File: config.mk
export PLATFORM = sky130hd
export DESIGN_NAME = frame_capture_ctrl
export DESIGN_NICKNAME = d
export VERILOG_FILES = /design/src/rtl/fcc_pkg.sv /design/src/rtl/fcc_sync_edge.sv /design/src/rtl/fcc_line_counter.sv /design/src/rtl/fcc_capture_fsm.sv /design/src/rtl/frame_capture_ctrl.sv
export SDC_FILE = /design/constraint.sdc
export NUM_CORES = 1
export LEC_CHECK = 0
export BUFFER_PORTS_ARGS = -buffer_cell sky130_fd_sc_hd__buf_2
export CAP_MARGIN = 20
export CORE_UTILIZATION = 54
export CTS_CLUSTER_DIAMETER = 40
export DETAILED_ROUTE_END_ITERATION = 8
export PLACE_DENSITY = 0.77
export SLEW_MARGIN = 20
export SYNTH_ARGS = -nofsm -noshare
export SYNTH_HDL_FRONTEND = slang
export SYNTH_SLANG_ARGS = --single-unit
File: constraint.sdc
create_clock -name clk -period 1.72 [get_ports clk]
set_input_delay 0.172 -clock clk [delete_from_list [all_inputs] [get_ports clk]]
set_output_delay 0.172 -clock clk [all_outputs]
set_load 0.02 [all_outputs]
File: src/rtl/fcc_pkg.sv
package fcc_pkg;

    localparam int SYNC_STAGES = 2;

    typedef enum logic [1:0] {
        CAP_IDLE    = 2'd0,
        CAP_ARMED   = 2'd1,
        CAP_WRITING = 2'd2
    } cap_state_e;

    typedef struct packed {
        logic rise;
        logic fall;
    } edge_t;

    function automatic logic is_busy(cap_state_e s);
        return s != CAP_IDLE;
    endfunction

endpackage

File: src/rtl/fcc_sync_edge.sv
module fcc_sync_edge #(
    parameter int STAGES = fcc_pkg::SYNC_STAGES
) (
    input  logic          clk,
    input  logic          rst,
    input  logic          din,
    output fcc_pkg::edge_t ev
);
    // STAGES synchroniser flops plus one history flop for edge detection
    logic [STAGES:0] sh;

    always_ff @(posedge clk) begin
        if (rst) sh <= '0;
        else     sh <= {sh[STAGES-1:0], din};
    end

    always_comb begin
        ev.rise = sh[STAGES-1] & ~sh[STAGES];
        ev.fall = ~sh[STAGES-1] & sh[STAGES];
    end
endmodule

File: src/rtl/fcc_line_counter.sv
module fcc_line_counter #(
    parameter int LINE_W = 10
) (
    input  logic              clk,
    input  logic              rst,
    input  logic              line_start,
    input  logic              frame_end,
    output logic [LINE_W-1:0] last_lines
);
    localparam logic [LINE_W-1:0] CNT_MAX = {LINE_W{1'b1}};

    logic [LINE_W-1:0] cnt;

    always_ff @(posedge clk) begin
        if (rst) begin
            cnt        <= '0;
            last_lines <= '0;
        end else if (frame_end) begin
            last_lines <= cnt;
            cnt        <= line_start ? LINE_W'(1) : '0;
        end else if (line_start && cnt != CNT_MAX) begin
            cnt <= cnt + 1'b1;
        end
    end
endmodule

File: src/rtl/fcc_capture_fsm.sv
module fcc_capture_fsm (
    input  logic clk,
    input  logic rst,
    input  logic req,
    input  logic rd,
    input  logic frame_end,
    output logic wr_en,
    output logic busy,
    output logic done_status
);
    import fcc_pkg::*;

    cap_state_e state, state_nx;
    logic       done_q, done_nx;

    always_comb begin
        state_nx = state;
        done_nx  = done_q;
        unique case (state)
            CAP_IDLE: begin
                if (rd)  done_nx  = 1'b0;
                if (req) state_nx = CAP_ARMED;
            end
            CAP_ARMED: begin
                if (frame_end) begin
                    state_nx = CAP_WRITING;
                    done_nx  = 1'b0;
                end
            end
            CAP_WRITING: begin
                if (frame_end) begin
                    state_nx = CAP_IDLE;
                    done_nx  = 1'b1;
                end
            end
            default: state_nx = CAP_IDLE;
        endcase
    end

    always_ff @(posedge clk) begin
        if (rst) begin
            state  <= CAP_IDLE;
            done_q <= 1'b0;
        end else begin
            state  <= state_nx;
            done_q <= done_nx;
        end
    end

    assign busy        = is_busy(state);
    assign wr_en       = (state == CAP_WRITING);
    assign done_status = done_q & ~busy;
endmodule

File: src/rtl/frame_capture_ctrl.sv
module frame_capture_ctrl #(
    parameter int LINE_W = 10
) (
    input  logic              clk,
    input  logic              rst,
    input  logic              vsync_in,
    input  logic              href_in,
    input  logic              cap_req,
    input  logic              done_rd,
    output logic              wr_en,
    output logic              busy,
    output logic              done_status,
    output logic [LINE_W-1:0] last_lines
);
    import fcc_pkg::*;

    localparam int N_SYNC = 2;   // index 0: vsync, index 1: href

    logic [N_SYNC-1:0] raw_in;
    edge_t             ev [N_SYNC];
    logic              vsync_fall;
    logic              href_rise;

    assign raw_in = {href_in, vsync_in};

    for (genvar g = 0; g < N_SYNC; g++) begin : g_sync
        fcc_sync_edge #(.STAGES(SYNC_STAGES)) u_sync (
            .clk (clk),
            .rst (rst),
            .din (raw_in[g]),
            .ev  (ev[g])
        );
    end

    assign vsync_fall = ev[0].fall;
    assign href_rise  = ev[1].rise;

    fcc_capture_fsm u_fsm (
        .clk         (clk),
        .rst         (rst),
        .req         (cap_req),
        .rd          (done_rd),
        .frame_end   (vsync_fall),
        .wr_en       (wr_en),
        .busy        (busy),
        .done_status (done_status)
    );

    fcc_line_counter #(.LINE_W(LINE_W)) u_lines (
        .clk        (clk),
        .rst        (rst),
        .line_start (href_rise),
        .frame_end  (vsync_fall),
        .last_lines (last_lines)
    );
endmodule

# Word-level counts from Yosys, hierarchy flattened
# Index checks and enable logic that the tools add are counted.
# totals
reg_bits	29
inputBits	6
out_inout_bits	13
word_cells	38
# op_classes
n_addsub	1
eq_ne	7
n_mux	11
bitwise	6
reduce_logical	7
# op_table
operator	n
10-bit 2-to-1 mux	2
10-bit by 1-bit adder with 10-bit output, second input constant	1
10-bit inequality test, second input constant	1
2-bit 2-to-1 mux	3
2-bit case mux with 3 select lines	1
1-bit 2-to-1 mux	4
2-bit by 1-bit inequality test with 1-bit output, second input constant	2
2-bit inequality test, second input constant	2
4-bit AND reduction	1
2-bit nonzero test	2
1-bit AND	3
1-bit inverter	3
1-bit case mux with 3 select lines	1
3-bit AND reduction	1
3-bit nonzero test	1
2-bit by 1-bit == test with 1-bit output, second input constant	1
2-bit == test, second input constant	1
2-bit zero test	1
1-bit logical AND	1

# Logic depth before layout (Yosys ltp)
# logic_depth
ltp_word	5
mapped_depth	6
mapped_depth_nobuf	5

# Hierarchy
# Synthesis repeated with hierarchy kept, for this count alone.
# hier_totals
hier_cells	133
hier_area_um2	1296.2
# by_module_without_submodules
mod	n_inst	cells_per_inst	area_per_inst_um2	seq_area_each_um2
fcc_line_counter	1	91	863.3	400.4
fcc_capture_fsm	1	26	250.2	60.1
fcc_sync_edge	2	8	91.3	60.1

# Least setup slack after synthesis
# OpenSTA, ideal clock, no wires.
# synth_timing
path_kind	register to register
startpoint	reg u_lines.cnt[0]
endpoint	reg u_lines.cnt[7]
setup_time_ns	0.069
arrival_time_ns	1.445
required_time_ns	1.651
path_slack_ns	0.206
path_stages_with_launch	7
n_path_buf	1
synth_period_minus_slack_ns	1.514
path_cell_list	dfxtp_1 -> ha_1 -> nand2_1 -> o31ai_2 -> buf_6 -> or4_1 -> o21ai_1
# synth_via
elab_chain_len	3
elab_cells_between_ends	6
cone_classes	1 x add/sub; 1 x eq/ne; 2 x mux; 2 x reduce/logical
# synth_rtl
element	line	text
start, declared	fcc_line_counter.sv:12	logic [LINE_W-1:0] cnt;
start signal, assigned	fcc_line_counter.sv:20	cnt <= line_start ? LINE_W'(1) : '0;
start signal, assigned	fcc_line_counter.sv:22	cnt <= cnt + 1'b1;
10-bit by 1-bit adder with 10-bit output / 10-bit inequality test (equally long branches)	fcc_line_counter.sv:22, fcc_line_counter.sv:21	
10-bit 2-to-1 mux / 1-bit logical AND (equally long branches)	fcc_line_counter.sv:21	end else if (line_start && cnt != CNT_MAX) begin
10-bit 2-to-1 mux / 2-bit nonzero test (equally long branches)	--	
# Parallel ways exist; a longest one is shown, timed or not. The select of a mux whose other input is x is not followed.
# A chain may end at the register's enable or synchronous reset.

# Worst setup path in the final report
# layout_timing
startpoint	reg u_lines.cnt[1]
endpoint	reg u_lines.cnt[5]
# Same word-level chain as after synthesis.

==> flow_metrics.env <==
export IMPL_hold_path_startpoint="vsync_in"
export IMPL_synth_cell_type_count=36
export IMPL_worst_relative_slew_slack_pct=72.01
export IMPL_num_io_pins=19
export IMPL_yosysTopAreaCell="dfxtp_1"
export IMPL_status="complete, no violations"
export IMPL_min_delay_path_class="input port to register"
export IMPL_grt_setup_unrepaired="false"
export IMPL_ys_warn_count=0
export IMPL_worst_slew_pin_slew_ns=0.4146
export IMPL_most_used_standard_cell_by_instance_count_after_synthesis="dfxtp_1"
export IMPL_netlist_top_cells_count="dfxtp_1 (29), nand2_1 (25), a21oi_1 (14)"
export IMPL_drt_initial_drc_count=14
export IMPL_cts_max_path_buffers=2
export IMPL_count_of_flip_flops_with_a_built_in_enable_after_synthesis=0
export IMPL_fin_crit_ns=1.599
export IMPL_finalHoldViolCount=0
export IMPL_timing_worst_setup_path_type="register to register"
export IMPL_die_h_microns=48.87
export IMPL_synth_top_cell_area_share_pct=48.95
export IMPL_remaining_number_of_nets_flagged_by_the_antenna_check_after_routing=0
export IMPL_clock_tree_from_tritoncts="built"
export IMPL_timing_final_crit_share_pct=92.99
export IMPL_nNetsFinal=171
export IMPL_die_width_microns=48.87
export IMPL_path_max_fanout=11
export IMPL_grt_overflow=0
export IMPL_grt_max_degree=22
export IMPL_syn_cell_area_sq_um=1186
export IMPL_achievable_frequency_mhz=625.2
export IMPL_p_total_mw=1.129
export IMPL_postSynth_asyncResetShare_pct=0
export IMPL_detail_route_vias_per_cell=5.302
export IMPL_critical_path_max_stage_delay_ns=0.47
export IMPL_first_global_vias=1016
export IMPL_powerDensity_nw_per_um2=819.3
export IMPL_critical_path_buf_inv_count=1
export IMPL_totalWireLength_microns=2384
export IMPL_postSynthRegisterBits=29
export IMPL_clkLatencyLatePin_ns=0.33
export IMPL_yosys_most_used_dff="dfxtp_1"
export IMPL_post_synth_inst_count=140
export IMPL_num_antenna_cells=0
export IMPL_timing_critical_path_cells="ha_1, nand2_2, o31ai_2, buf_4, or4_1, o21ai_1"
export IMPL_worst_ep_arrival_time_ns=1.86
export IMPL_synth_sequential_area_ratio_pct=48.95
export IMPL_timing_final_max_slew_violations=0
export IMPL_vdd_ir_drop_worst_mv=0.6743
export IMPL_drc=0
export IMPL_post_synth_cell_area_avg_sq_um=8.472
export IMPL_layout_filler_cells=183
export IMPL_critPathSlowestCell="or4_1"
export IMPL_grt_antenna_before_repair=0
export IMPL_avgRoutedWirePerCell_microns=12.42
export IMPL_cts_root_buf="clkbuf_4"
export IMPL_dpl_hpwl_microns=1711
export IMPL_worst_path_dominant_cell_family="simple AND/OR/NAND/NOR gates"
export IMPL_count_of_endpoints_failing_setup_in_the_final_report=0
export IMPL_cts_sinks=29
export IMPL_timing_max_cap_violations=0
export IMPL_finClkSkew_ns=0.01073
export IMPL_total_leakage_power_nw=0.5494
export IMPL_cts_reportedPaths_clkPinSlew_ns=0.09
export IMPL_buffer_ports_inserted=18
export IMPL_floorplan_die_area_sq_um=2388
export IMPL_effective_utilization_at_floorplan_pct=58.66
export IMPL_grt_first_pass_wirelength_microns=4236
export IMPL_firstDrtPassIters=4
export IMPL_crit_path_start="u_lines.cnt[1]"
export IMPL_beginning_of_the_worst_register_to_register_path="u_lines.cnt[1]"
export IMPL_global_route_usage_total_pct=23.92
export IMPL_weighted_congestion_reported_at_the_end_of_routability_driven_placement=0.9317
export IMPL_cts_htree_levels=2
export IMPL_num_rows=16
export IMPL_cts_setup_buffers=0
export IMPL_fin_setup_tns_ns=0
export IMPL_end_kind="register"
export IMPL_floorplan_core_area_sq_um=2022
export IMPL_netlist_top_cells_area="dfxtp_1 (49%), nand2_1 (7.9%), a21oi_1 (5.9%), nor2b_1 (4.7%), nor2_1 (3.2%)"
export IMPL_vias=1018
export IMPL_layout_cell_share_with_drive_strength_beyond_1_pct=23.64
export IMPL_critical_path_startpoint_type="register"
export IMPL_cts_bufs_inserted=5
export IMPL_synth_fp_nets=147
export IMPL_critPathRequiredTime_ns=1.98
export IMPL_area_delta_synth_final_pct=16.14
-- cell families after synthesis --
group           Yosys count  share of synthesized area (%)
simple gates             71                          30.48
compound gates           29                          15.19
flops                    29                          48.95
buf+inv                   9                          3.586
xor+xnor                  1                         0.7385
fa+ha+maj                 1                          1.055
-- routing by layer --
metal	part of all wire, %	track usage [%]	routed length [microns]	vias to the layer above
li1	-	-	-	532
met1	43	26.67	1032	453
met2	50	38.19	1190	27
met3	4.7	10.59	111	6
met4	2.1	12.75	49	0
met5	0	0	0	-
-- metrics by stage --
step,setup WS [ns],hold WS (ns),instances,utilization [%],area [sq um]
4_1_cts,0.05616,0.04275,192,67.64,1368
2_1_floorplan,0.2064,0.3002,140,-,1186
5_1_grt,0.02005,0.02729,192,68.13,1378
6_report,0.1206,0.05279,192,68.13,1378
3_5_place_dp,0.08702,0.3892,184,65.10,1316
3_3_place_gp,0.1799,0.3812,184,65.10,1316
-- registers in the layout, summed over array words and instances, names as in the netlist --
register / cells
g_sync.u_sync.sh: 6
u_fsm.done_q: 1
u_fsm.state: 2
u_lines.last_lines: 10
u_lines.cnt: 10
-- final timing paths --
kind	to	slack, ns	cells past startpoint
setup / recovery	u_lines.cnt[5]	0.12	6
hold / removal	g_sync[0].u_sync.sh[0]	0.05	2
setup reg to reg	u_lines.cnt[5]	0.12	6
hold reg to reg	g_sync[1].u_sync.sh[1]	0.44	1
-- cell type report --
| type | instances | area (sq um) | share of cell area (%) |
|---|---|---|---|
| clock inverter | 2 | 10.01 | 0.7266 |
| multi-input combinational | 102 | 571.8 | 41.51 |
| inverter | 3 | 11.26 | 0.8174 |
| tap | 27 | 33.78 | 2.452 |
| sequential | 29 | 581.8 | 42.23 |
| timing repair buffer | 23 | 127.6 | 9.264 |
| clock buffer | 6 | 41.29 | 2.997 |
-- timing repair --
action	in CTS	in global routing
hold buffers	0	0
endpoints found under the setup margin	0	5
gates resized for setup	0	3
-- where the power goes --
group	switching (mW)	internal (mW)	total, mW
sequential	0.00650	0.680	0.687
clock	0.226	0.155	0.382
combinational	0.0348	0.0254	0.0602
-- placed cells by master (no fill, tap or decap), types with 2 or more instances in the layout --
cell	synthesis	layout
nand2_1	25	24
nor2_1	10	10
or3_1	2	2
nand4_1	2	2
clkbuf_4	0	5
a21oi_1	14	14
buf_4	0	5
clkinv_2	0	2
or4_1	2	2
nand2b_1	2	2
buf_2	0	18
inv_1	3	3
o21ai_1	2	2
nor3_1	3	3
nor2b_1	9	9
nand3_1	7	7
o21ai_0	3	3
and3_1	3	3
dfxtp_1	29	28
Power figures use the tool's default switching activity.
